$ cat src/rtl/ptp_ts_capture.sv
module ptp_ts_capture #(
  parameter int TS_W = 64,
  parameter int DW   = 32,
  parameter int N_RX = 4,
  parameter int AW   = 4
) (
  input  logic            clk,
  input  logic            rst_n,
  input  logic [TS_W-1:0] time_ns,
  input  logic            tx_evt,
  input  logic            rx_evt,
  input  logic [1:0]      rx_ver,
  input  logic            rx_udp,
  input  logic [1:0]      cfg_rx_mode,
  input  logic            cfg_udp_en,
  input  logic            cfg_tx_irq_en,
  input  logic            rd_en,
  input  logic [AW-1:0]   rd_addr,
  output logic [DW-1:0]   rd_data,
  output logic            rx_stamped,
  output logic            rx_nostamp,
  output logic [$clog2(N_RX)-1:0] rx_slot,
  output logic            tx_irq
);
  localparam int SW    = $clog2(N_RX);
  localparam int A_TXL = 1;
  localparam int A_TXH = 2;
  localparam int A_RX0 = 3;

  logic [N_RX-1:0] rx_lat, rx_clr, avail, grant;
  logic [TS_W-1:0] rx_cap [N_RX];
  logic [TS_W-1:0] tx_cap;
  logic            tx_lat, tx_clr, rx_hit, found;
  logic [SW-1:0]   gidx;
  logic [DW-1:0]   rd_mux;

  assign rx_hit = rx_evt && (cfg_rx_mode == 2'd1 || cfg_rx_mode == 2'd2) &&
                  rx_ver == cfg_rx_mode && (!rx_udp || cfg_udp_en);
  assign tx_clr = rd_en && rd_addr == AW'(A_TXH);
  assign avail  = ~rx_lat | rx_clr;
  assign tx_irq = tx_lat && cfg_tx_irq_en;

  always_comb begin
    grant = '0;
    gidx  = '0;
    found = 1'b0;
    for (int i = 0; i < N_RX; i++) begin
      if (avail[i] && !found) begin
        grant[i] = 1'b1;
        gidx     = SW'(i);
        found    = 1'b1;
      end
    end
  end

  generate
    for (genvar g = 0; g < N_RX; g++) begin : g_slot
      assign rx_clr[g] = rd_en && rd_addr == AW'(A_RX0 + 2*g + 1);
      always_ff @(posedge clk) begin
        if (!rst_n) begin
          rx_lat[g] <= 1'b0;
          rx_cap[g] <= '0;
        end else begin
          rx_lat[g] <= (rx_lat[g] && !rx_clr[g]) || (grant[g] && rx_hit);
          if (grant[g] && rx_hit) rx_cap[g] <= time_ns;
        end
      end
      a_r11_slot_held: assert property (@(posedge clk) disable iff (!rst_n)
        (rx_lat[g] && !rx_clr[g]) |=> $stable(rx_cap[g]));
    end
  endgenerate

  always_ff @(posedge clk) begin
    if (!rst_n) begin
      tx_lat <= 1'b0;
      tx_cap <= '0;
    end else begin
      tx_lat <= (tx_lat && !tx_clr) || tx_evt;
      if (tx_evt && (!tx_lat || tx_clr)) tx_cap <= time_ns;
    end
  end

  always_comb begin
    rd_mux = '0;
    if (rd_addr == '0)                rd_mux = DW'({tx_lat, rx_lat});
    else if (rd_addr == AW'(A_TXL))   rd_mux = tx_cap[DW-1:0];
    else if (rd_addr == AW'(A_TXH))   rd_mux = DW'(tx_cap >> DW);
    for (int i = 0; i < N_RX; i++) begin
      if (rd_addr == AW'(A_RX0 + 2*i))     rd_mux = rx_cap[i][DW-1:0];
      if (rd_addr == AW'(A_RX0 + 2*i + 1)) rd_mux = DW'(rx_cap[i] >> DW);
    end
  end

  always_ff @(posedge clk) begin
    if (!rst_n) begin
      rd_data    <= '0;
      rx_stamped <= 1'b0;
      rx_nostamp <= 1'b0;
      rx_slot    <= '0;
    end else begin
      if (rd_en) rd_data <= rd_mux;
      rx_stamped <= rx_hit && found;
      rx_nostamp <= rx_hit && !found;
      if (rx_hit && found) rx_slot <= gidx;
    end
  end

  a_r2_slot_latched: assert property (@(posedge clk) disable iff (!rst_n)
    rx_stamped |-> rx_lat[rx_slot]);
  a_r6_full_drop: assert property (@(posedge clk) disable iff (!rst_n)
    (rx_hit && (&rx_lat) && !(|rx_clr)) |=> (rx_nostamp && !rx_stamped));
  a_r8_tx_keep_first: assert property (@(posedge clk) disable iff (!rst_n)
    (tx_lat && !tx_clr) |=> $stable(tx_cap));
  a_r5_tx_release: assert property (@(posedge clk) disable iff (!rst_n)
    (tx_clr && !tx_evt) |=> !tx_lat);
  a_r9_irq_on_capture: assert property (@(posedge clk) disable iff (!rst_n)
    tx_evt |=> (tx_irq || !cfg_tx_irq_en));
  a_r6_exclusive: assert property (@(posedge clk) disable iff (!rst_n)
    !(rx_stamped && rx_nostamp));
endmodule

$ cat config.mk
export PLATFORM = sky130hd
export DESIGN_NAME = ptp_ts_capture
export DESIGN_NICKNAME = d
export VERILOG_FILES = /design/src/rtl/ptp_ts_capture.sv
export SDC_FILE = /design/constraint.sdc
export NUM_CORES = 1
export LEC_CHECK = 0
export ABC_AREA = 0
export BUFFER_PORTS_ARGS = -buffer_cell sky130_fd_sc_hd__buf_2
export CAP_MARGIN = 10
export CORE_ASPECT_RATIO = 0.6
export CORE_MARGIN = 10
export CORE_UTILIZATION = 40
export DETAILED_ROUTE_END_ITERATION = 12
export PLACE_DENSITY = 0.65
export SETUP_SLACK_MARGIN = 0.4
export SYNTH_ARGS = -nofsm -noshare
export SYNTH_HDL_FRONTEND = slang
export SYNTH_SLANG_ARGS = --single-unit
export TNS_END_PERCENT = 1
$ cat constraint.sdc
create_clock -name clk -period 7.05 [get_ports clk]
set_input_delay 0.705 -clock clk [delete_from_list [all_inputs] [get_ports clk]]
set_output_delay 0.705 -clock clk [all_outputs]
set_load 0.05 [all_outputs]
==> results.md, run 1 <==
- Number of cells on the critical path: 7
- Max H-tree Level: 2
- Total power consumption of the routed design: 0.00469 W
- Post-route fraction of the period consumed by the critical path: 0.553
- Gate count after technology mapping: 1438
- Crit path from: rd_addr[2]
- Number of vias in the routed layout: 11800
- Worst slew margin: 0.285
- TritonCTS clock tree: built
- Number of gates resized after CTS: 0
- Net count reported at finish: 1586
- Area of combinational cells with multiple inputs: 5990 um2
- DRC violations left: 0
- Buffers plus inverters on the worst setup path: 3
- Maximum number of pins on one net before global-route repair: 65
- Antenna violations before repair: 1
- Share of flip-flops with an asynchronous set or reset: 0
- Die Area: roughly 50000 um2
- Place WS: 2.73 ns
- Cts hold-fix bufs: 0
- Yosys Warn Count: 0
- Max-Cap Viols: 0
- Number of buffers inserted to repair setup after CTS: 0
- Number of enable flip-flop cells after synthesis: roughly 260
- X dimension of the die: 280 um
- Seq cells post-synth: about 360
- Critical path's top delay family: buffers and inverters
- Fillers: 3619
- Number of buffers inserted during clock tree synthesis: 34
- Clock Sink Count: 361
- Remaining antenna violation count: 0
- Ys flop type: sky130_fd_sc_hd__edfxtp_1
- Transition time at the pin with the least slew margin: 1.07 ns
- Post-route minimum period: 3.90 ns
- Number of buffers between clock root and the deepest sink: 3
- Post-route setup slack: approximately 3.2 ns
- Crit Path Category: input port to register
- Detail Placement HPWL: 30300 um
- Root buffer selected by CTS: sky130_fd_sc_hd__clkbuf_16
- Detailed-routing iteration count for the pre-antenna-repair pass: 6
- FF+latch area: approximately 9800 um2
- Reg2reg start: rx_lat[0]
- Critical path launch point type: input port
- Area of the core: ~40000 um2
- Outcome: finished, final reports clean
- Unrepaired setup endpoints after global routing: false
- Worst path max stage delay: between 0.7 and 0.8 ns
- Average detailed-routed wire length per instance: 24.5 um
- Commonest non-fill, non-tap cell in the layout: sky130_fd_sc_hd__and2_1
- Crit Reg-Reg Endpoint: rx_cap[1][49]
- Vias in the first global route: 11700
- Cell area after technology mapping: 16200 um2
- Skew-Pair Late Insertion Delay: 0.53 ns
- Register-to-Register Setup Slack: 4.04 ns
- Required time of the worst setup path: 7.20 ns
- Distinct cell type count after synthesis: ~60
- Final total negative setup slack: 0 ns
- Initial standard-cell utilization of the core: 0.403
- Leakage power: between 6 and 7 nW
- Final setup viols: 0
- Type of element capturing the critical path: register
- Path depth of the worst reg2reg path: 5
- Sequential element share of the synthesized area: 0.603
- Worst clock skew: 0.0110 ns
- Critical path capture point: rx_cap[1][49]
- I/O pins: 117
- Violation count after the first detailed-routing iteration: 1378
- Area growth from synthesis to final layout: 13.5%
- Cell-by-cell listing of the critical path: buf_2 -> buf_4 -> nand2b_1 -> o31ai_1 -> nand2_1 -> o21ai_4 -> buf_4
- PwrDens: 254 nW/um2
- Most used cell along the critical path: sky130_fd_sc_hd__buf_4
- Master of the slowest instance on the critical path: sky130_fd_sc_hd__buf_4
- Count of buffers from port buffering: ~120
- Clock-pin slew of the registers on the worst-case setup and hold paths: 0.06 ns
- Number of pins exceeding their max-slew limit in the final report: 0
- Number of rows in the core area: 57
- Share of cells above drive strength 1: 0.174
- Synthesized netlist net count: 1518
- WL final: 50500 um
- Arrival time reported for the critical path endpoint: 4.05 ns
- Vertical die dimension: 176 um
- Overall routing resource usage: 0.201
- Worst min-delay path category: register to register
- Max Clock Freq: 257 MHz
- Highest-count cells in the layout ignoring fill and taps: sky130_fd_sc_hd__and2_1, sky130_fd_sc_hd__edfxtp_1, sky130_fd_sc_hd__nand2_1
- Drt via density: 5.74
- Peak VDD IR: 123 uV
- Wire length of the first global-routing pass: 75900 um
- Largest fanout of any net on the critical path: 51
- Remaining Overflow, GRT: 0
- Final weighted congestion of routability-driven global placement: 0.817
- Average cell area after synthesis: 11.3 um2
- Number of endpoints with negative hold slack in the final report: 0
==> metrics by stage <==
step           area [um2]  std cells  hold WS, ns   util
6_report            18400       2064        0.444  0.457
5_1_grt             18400       2064        0.449  0.457
4_1_cts             18400       2063        0.437  0.457
3_5_place_dp        17300       2001        0.434  0.429
3_3_place_gp        17300       2001        0.434  0.429
2_1_floorplan       16200       1438        0.431      -
==> how the worst min path moves through the flow <==
stage | startpoint | end | slack, ns | cells past startpoint
floorplan | tx_cap[0] | tx_cap[0] | 0.43 | 2
global placement | rd_data[13] | rd_data[13] | 0.43 | 1
detailed placement | rd_data[16] | rd_data[16] | 0.43 | 1
CTS | tx_evt | tx_lat | 0.44 | 3
global route | time_ns[25] | tx_cap[25] | 0.45 | 3
finish | rd_data[16] | rd_data[16] | 0.44 | 1
==> metal layers <==
metal / GRT usage / routed length [um] / vias up
met1: 0.291 / 22600 / 5856
met4: 0.0478 / 895 / 0
met5: 0 / 0 / -
met2: 0.305 / 22200 / 581
met3: 0.0386 / 4830 / 71
li1: - / - / 5335
==> Yosys cell counts (all sizes together) (7+ instances only) <==
master / n / area share
o21ai: 74 / 0.023
clkbuf: 80 / 0.018
a22oi: 16 / 0.0074
a221oi: 40 / 0.022
nand3: 16 / 0.0049
a22o: 19 / 0.010
nor2: 25 / 0.0062
o211ai: 7 / 0.0032
mux2: 38 / 0.026
a21o: 7 / 0.0032
nand2: 204 / 0.047
and2: 261 / 0.10
nor2b: 12 / 0.0046
buf: 33 / 0.012
a21oi: 102 / 0.031
mux2i: 10 / 0.0062
a211o: 15 / 0.0081
nand2b: 13 / 0.0055
dfxtp: 105 / 0.13
a41oi: 14 / 0.0076
edfxtp: 256 / 0.47
o221ai: 8 / 0.0047
inv: 14 / 0.0032
o2bb2ai: 15 / 0.0081
==> cells by family after synthesis <==
kind of cell | share of synthesized area
mux | 0.0395
buf+inv | 0.0343
flops | 0.603
compound gates | 0.141
simple gates | 0.182
==> sequential cells by signal, summed over array words and instances (netlist names) <==
name,count
tx_lat,1
rd_data,32
rx_lat,4
rx_stamped,1
tx_cap,64
rx_slot,2
rx_cap,256
rx_nostamp,1
==> power by group <==
part	switching, W	internal [W]
registers	0.0000375	0.00235
clock network	0.000813	0.00106
logic	0.000298	0.000121
total	0.00115	0.00354
==> layout make-up <==
type / instances / share of cell area
Clock inverter: 8 / 0.00360
Clock buffer: 54 / 0.0570
Timing Repair Buffer: 145 / 0.0435
Tap cell: 531 / 0.0361
Multi-Input combinational cell: 949 / 0.325
Antenna cell: 1 / 0.000136
Sequential cell: 361 / 0.532
Inverter: 15 / 0.00306
Note: power is estimated with default switching activity, not from simulation.
==> run 2, diff against run 1 <==
ABC_AREA = 1   (was 0)
PLACE_DENSITY = 0.63   (was 0.65)
clock period = 4 ns   (was 7.05 ns; I/O delays follow)
==> run 2 against run 1 <==
Die area decreased by 3.8%. Final cell count increased by 13%. Total power increased by 73%. Critical path depth unchanged. Sequential power increased by 78%. Sequential share of layout area increased by 2.3 points. Clock-buffer cell count decreased by 1. Clock skew increased by 0.0076 ns. Core utilization increased by 0.69 points. Wire length decreased by 8.5%. First-iteration DRC count decreased by 1.0%. Via count increased by 0.78%.
==> results.md, run 2 <==
- Outcome: finished, final reports clean
- Most frequent cell after synthesis: sky130_fd_sc_hd__nand2_1
- Final total negative setup slack: 0 ns
- Max-Cap Viols: 0
- Number of vias in the routed layout: 11900
- Largest fanout of any net on the critical path: 38
- DRC violations left: 0
- Root buffer selected by CTS: sky130_fd_sc_hd__clkbuf_16
- Worst min-delay path category: input port to register
- Number of buffers between clock root and the deepest sink: 3
- Sequential element share of the synthesized area: 0.630
- Type of element capturing the critical path: register
- Number of non-filler instances in the completed layout: 2322
- Number of buffers inserted to repair setup after CTS: 0
- Post-route fraction of the period consumed by the critical path: 0.624
- Vias in the first global route: 11500
- Number of enable flip-flop cells after synthesis: 256
- Largest cells by area after synthesis: sky130_fd_sc_hd__edfxtp_1, sky130_fd_sc_hd__dfxtp_1, sky130_fd_sc_hd__nand2_1, sky130_fd_sc_hd__nor2_1, sky130_fd_sc_hd__inv_1
- Clock Sink Count: 361
- I/O pins: 117
- Net count reported at finish: 1864
- Max Clock Freq: about 400 MHz
- Share of cells above drive strength 1: 0.141
- Remaining Overflow, GRT: 0
- Detail Placement HPWL: ~28000 um
- Area share of the leading cell type in the synthesized netlist: 0.494
- Cell internal power dissipation: 0.00615 W
- Total net switching power: 0.00198 W
- Final weighted congestion of routability-driven global placement: 0.807
- Worst slew margin: 0.267
- Violation count after the first detailed-routing iteration: around 1400
- Area growth from synthesis to final layout: 13.6%
- Maximum number of pins on one net before global-route repair: 75
- Post-route minimum period: 2.50 ns
- Ys flop type: sky130_fd_sc_hd__edfxtp_1
- WL final: 46200 um
- Power share of the clock group: 0.398
- Top flop regs: rx_cap: 256 flops, tx_cap: 64 flops, rd_data: 32 flops
- Switching share of power: 0.243
- Cts hold-fix bufs: 0
- Initial standard-cell utilization of the core: 0.409
- Commonest non-fill, non-tap cell in the layout: sky130_fd_sc_hd__nor2_1
- Count of buffers from port buffering: 116
- Transition time at the pin with the least slew margin: 1.10 ns
- Max H-tree Level: 2
- Antenna violations before repair: 0
- Detailed-routing iteration count for the pre-antenna-repair pass: 5
- Vertical die dimension: 173 um
- Die Area: roughly 47000 um2
- Worst clock skew: 0.0186 ns
- Number of flip-flops in the largest register: 256
- Area of the core: between 30000 and 40000 um2
- Cell area after placement: around 17000 um2
- Leading cell types by count after synthesis: sky130_fd_sc_hd__nand2_1, sky130_fd_sc_hd__nor2_1, sky130_fd_sc_hd__edfxtp_1, sky130_fd_sc_hd__inv_1, sky130_fd_sc_hd__a21oi_1
- Average detailed-routed wire length per instance: 19.9 um
- Peak VDD IR: 298 uV
- Synthesized netlist net count: 1772
- Final setup viols: 0
- Number of buffers inserted during clock tree synthesis: 35
- Number of gates resized after CTS: 0
- Post-route setup slack: 1.50 ns
- Skew-Pair Late Insertion Delay: about 0.53 ns
- Diodes inserted: 0
- PwrDens: approximately 460 nW/um2
- Instance count after placement with tap cells included: 2260
- TritonCTS clock tree: built
- Drt via density: 5.14
- Number of pins exceeding their max-slew limit in the final report: 0
- Leakage power: between 7 and 8 nW
- Clock-pin slew of the registers on the worst-case setup and hold paths: approximately 0.070 ns
- Top cell type by total area after synthesis: sky130_fd_sc_hd__edfxtp_1
- Yosys Warn Count: 0
- Unrepaired setup endpoints after global routing: false
- Wire length of the first global-routing pass: 69500 um
- Number of rows in the core area: 55
- X dimension of the die: between 200 and 300 um
- Required time of the worst setup path: 4.36 ns
- Register with the most flip-flops: rx_cap
- Cell area after technology mapping: 15500 um2
- Place WS: approximately 0.95 ns
- Remaining antenna violation count: 0
- Proportion of power drawn by flip-flops and latches: 0.523
- Overall routing resource usage: 0.190
- Highest-count cells in the layout ignoring fill and taps: sky130_fd_sc_hd__nor2_1, sky130_fd_sc_hd__nand2_1, sky130_fd_sc_hd__edfxtp_1
- Average cell area after synthesis: 9.19 um2
- Distinct cell type count after synthesis: 29
- Number of endpoints with negative hold slack in the final report: 0
- Seq cells post-synth: 361
- Share of flip-flops with an asynchronous set or reset: 0
- Combinational Power Share: 0.078
- Final cell area excluding filler cells: 17700 um2
- End-of-flow core utilization: 0.464
- Arrival time reported for the critical path endpoint: 2.86 ns
- Critical path launch point type: input port
- Crit Path Category: input port to register
- Gate count after technology mapping: 1692
## run 2: kinds of logic (layout without fill, tap and decap cells)
family / after synthesis / in the layout / synth area share
simple gates: 831 / 831 / 0.218
flops: 361 / 361 / 0.630
buf+inv: 276 / 393 / 0.0764
compound gates: 224 / 224 / 0.0761
## run 2: per-layer routing
metal | GRT usage | routed length, um
met5 | 0 | 0
met4 | 0.0470 | 950
met1 | 0.273 | 20400
met2 | 0.282 | 19900
met3 | 0.0466 | 4940
## run 2: final timing paths
check	startpoint	endpoint	slack (ns)	cells past startpoint
hold / removal	tx_evt	tx_lat	0.13	3
setup reg to reg	rx_lat[0]	rx_cap[2][46]	1.92	7
hold reg to reg	tx_cap[11]	tx_cap[11]	0.45	2
setup / recovery	cfg_rx_mode[1]	rx_cap[0][0]	1.50	7
## run 2: area by class of cell
| class | instances | area (um2) |
|---|---|---|
| multi-input combinational | 1055 | 4620 |
| sequential | 361 | 9790 |
| tap | 513 | 642 |
| inverter | 189 | 711 |
| clock buffer | 53 | 1010 |
| clock inverter | 9 | 72.6 |
| fill | 3655 | 20400 |
| timing repair buffer | 142 | 813 |
## run 2: power by group through the flow
| stage | combinational (W) | clock (W) | sequential [W] |
|---|---|---|---|
| CTS | 0.000637 | 0.00327 | 0.00425 |
| global placement | 0.000623 | 0 | 0.00432 |
| global route | 0.000699 | 0.00343 | 0.00426 |
| detailed placement | 0.000634 | 0 | 0.00433 |
| finish | 0.000636 | 0.00324 | 0.00425 |
| floorplan | 0.000326 | 0 | 0.00438 |
## run 2: critical path, stage by stage
cell,delay [ns]
sky130_fd_sc_hd__buf_2,0.10
sky130_fd_sc_hd__o22ai_1,0.16
sky130_fd_sc_hd__nand3_1,0.40
sky130_fd_sc_hd__nor2_1,0.51
sky130_fd_sc_hd__nand2_2,0.55
sky130_fd_sc_hd__buf_4,0.52
sky130_fd_sc_hd__nor2_1,0.19
## run 2: metrics by stage
stage	power (W)	hold slack (ns)
3_3_place_gp	0.00495	0.435
5_1_grt	0.00839	0.148
2_1_floorplan	0.00471	0.425
4_1_cts	0.00816	0.116
6_report	0.00812	0.130
3_5_place_dp	0.00496	0.442
==> run 3, diff against run 2 <==
PLACE_DENSITY = 0.65   (was 0.63)
clock period = 2 ns   (was 4 ns; I/O delays follow)
==> run 3 against run 2 <==
Clock power is 100% higher. Critical path depth is 1 lower. Core utilization is 2.5 points higher. First-iteration DRC count is 8.6% higher. Critical endpoint is now rx_cap[1][54]. Largest cell class unchanged.
==> results.md, run 3 (synthesis gave the netlist of run 2 again) <==
- Peak VDD IR: 593 uV
- Register with the most flip-flops: rx_cap
- Vias in the first global route: 11900
- Cell internal power dissipation: 0.0124 W
- Register-to-Register Setup Slack: 0.39 ns
- Critical path launch point type: register
- Root buffer selected by CTS: sky130_fd_sc_hd__clkbuf_16
- Most Used Layer, Global Route: met2
- Area of the core: 38100 um2
- Transition time at the pin with the least slew margin: 0.651 ns
- Worst min-delay path category: input port to register
- Vertical die dimension: 173 um
- Clock Sink Count: 361
- Number of vias in the routed layout: 12400
- Overall routing resource usage: 0.195
- Number of buffers inserted during clock tree synthesis: 35
- Max Clock Freq: 620 MHz
- Crit Path Category: register to register
- End-of-flow core utilization: 0.489
- DRC violations left: 0
- Unrepaired setup endpoints after global routing: true
- Max-Cap Viols: 0
- Number of endpoints with negative hold slack in the final report: 0
- Leakage power: 7.96 nW
- Arrival time reported for the critical path endpoint: 1.85 ns
- Average detailed-routed wire length per instance: 20.1 um
- Final setup viols: 0
- Area growth from synthesis to final layout: 19.7%
- Worst Hold Margin: roughly 0.0044 ns
- Remaining antenna violation count: 0
- Remaining Overflow, GRT: 0
- Largest fanout of any net on the critical path: 17
- Initial standard-cell utilization of the core: 0.409
- X dimension of the die: 275 um
- Drt via density: 5.20
- Wire length of the first global-routing pass: just over 70000 um
- Proportion of power drawn by flip-flops and latches: 0.517
- Share of cells above drive strength 1: 0.167
- Number of pins exceeding their max-slew limit in the final report: 0
- Post-route minimum period: 1.61 ns
- Grt met2 use: 0.288
- Number of flip-flops in the largest register: about 260
- WL final: 47900 um
- Met1 Usage GRT: 0.280
- PwrDens: 884 nW/um2
- Total net switching power: 0.00401 W
- Detailed-routing iteration count for the pre-antenna-repair pass: 6
- Highest-count cells in the layout ignoring fill and taps: sky130_fd_sc_hd__nor2_1, sky130_fd_sc_hd__nand2_1, sky130_fd_sc_hd__edfxtp_1
- Clock-pin slew of the registers on the worst-case setup and hold paths: approximately 0.070 ns
- Post-route fraction of the period consumed by the critical path: 0.807
- Number of rows in the core area: 55
- TritonCTS clock tree: built
- Max H-tree Level: 2
- Number of buffers between clock root and the deepest sink: 3
- Commonest non-fill, non-tap cell in the layout: sky130_fd_sc_hd__nor2_1
- Outcome: finished, final reports clean
- Required time of the worst setup path: roughly 2.2 ns
- Net count reported at finish: around 1900
- Switching share of power: 0.244
- GRT met3 Usage: 0.0484
- Worst clock skew: 0.0147 ns
- Die Area: 47400 um2
- Final total negative setup slack: 0 ns
- Detail Placement HPWL: approximately 30000 um
- Top flop regs: rx_cap: 256 flops, tx_cap: 64 flops, rd_data: 32 flops
- Violation count after the first detailed-routing iteration: 1481
- Antenna violations before repair: 1
- I/O pins: 117
- Type of element capturing the critical path: register
- Maximum number of pins on one net before global-route repair: 55
- Worst slew margin: 0.566
- Power share of the clock group: 0.395
- Final weighted congestion of routability-driven global placement: 0.870
- Combinational Power Share: 0.088
- Count of buffers from port buffering: 116
- Skew-Pair Late Insertion Delay: 0.53 ns
-- run 3: cell count changes in the layout (fill, tap and decap cells not counted), moves of 2 or more --
cell                            change
sky130_fd_sc_hd__nand2_8            +2
sky130_fd_sc_hd__clkbuf_8           +5
sky130_fd_sc_hd__nand2_1            -2
sky130_fd_sc_hd__nand2_4            -2
sky130_fd_sc_hd__buf_6              +4
sky130_fd_sc_hd__dlygate4sd3_1     +15
sky130_fd_sc_hd__buf_4             +19
sky130_fd_sc_hd__clkbuf_1           -3
sky130_fd_sc_hd__nand2_2            +2
sky130_fd_sc_hd__buf_12            +23
-- run 3: power groups by stage --
stage / combinational [W] / clock [W] / sequential [W]
5_1_grt: 0.00157 / 0.00692 / 0.00852
3_3_place_gp: 0.00136 / 0 / 0.00864
3_5_place_dp: 0.00137 / 0 / 0.00865
4_1_cts: 0.00141 / 0.00659 / 0.00849
2_1_floorplan: 0.000659 / 0 / 0.00875
6_report: 0.00145 / 0.00650 / 0.00849
-- run 3: worst max-delay path: stages, from the launching register on --
cell                      delay [ns]
sky130_fd_sc_hd__dfxtp_1        0.38
sky130_fd_sc_hd__o21ai_4        0.08
sky130_fd_sc_hd__buf_4          0.15
sky130_fd_sc_hd__nor2_2         0.20
sky130_fd_sc_hd__nand2_2        0.14
sky130_fd_sc_hd__nand2_8        0.18
sky130_fd_sc_hd__buf_12         0.19
-- run 3: repair_timing --
| item | in CTS | in global routing |
|---|---|---|
| hold endpoints to repair | 15 | 0 |
| setup endpoints to repair | 24 | 174 |
| resized for setup | 0 | 7 |
| pin swaps | 0 | 2 |
| buffers inserted | 0 | 1 |
| gates cloned | 0 | 5 |
| hold buffers | 15 | 0 |
-- run 3: metrics by stage --
| step | setup slack, ns | cells | area (um2) | power [W] |
|---|---|---|---|---|
| after detailed placement | 0.0419 | 2303 | 17200 | 0.0100 |
| final | 0.386 | 2387 | 18600 | 0.0164 |
| after CTS | 0.385 | 2380 | 18500 | 0.0165 |
| after global placement | 0.118 | 2303 | 17200 | 0.00999 |
| after floorplan | -0.203 | 1692 | 15600 | 0.00941 |
| after global routing | 0.335 | 2387 | 18600 | 0.0170 |
-- run 3: per-layer routing --
layer / up-vias / share of wire
met3: 72 / 0.11
met1: 5913 / 0.44
met5: - / 0
met4: 0 / 0.020
li1: 5790 / -
met2: 643 / 0.43
-- run 3: final timing paths --
kind	from	to	cells after the start
worst max-delay path	rx_lat[0]	rx_cap[1][54]	6
worst max register to register	rx_lat[0]	rx_cap[1][54]	6
worst min-delay path	time_ns[39]	tx_cap[39]	3
worst min register to register	tx_cap[22]	tx_cap[22]	2
-- run 3: layout make-up --
type | instances | area (um2)
Sequential cell | 361 | 9790
Tap cell | 513 | 642
Clock buffer | 53 | 1010
Fill cell | 3507 | 19500
Clock inverter | 9 | 77.6
Antenna cell | 1 | 2.50
Inverter | 189 | 723
Multi-Input combinational cell | 1055 | 4670
Timing Repair Buffer | 206 | 1690
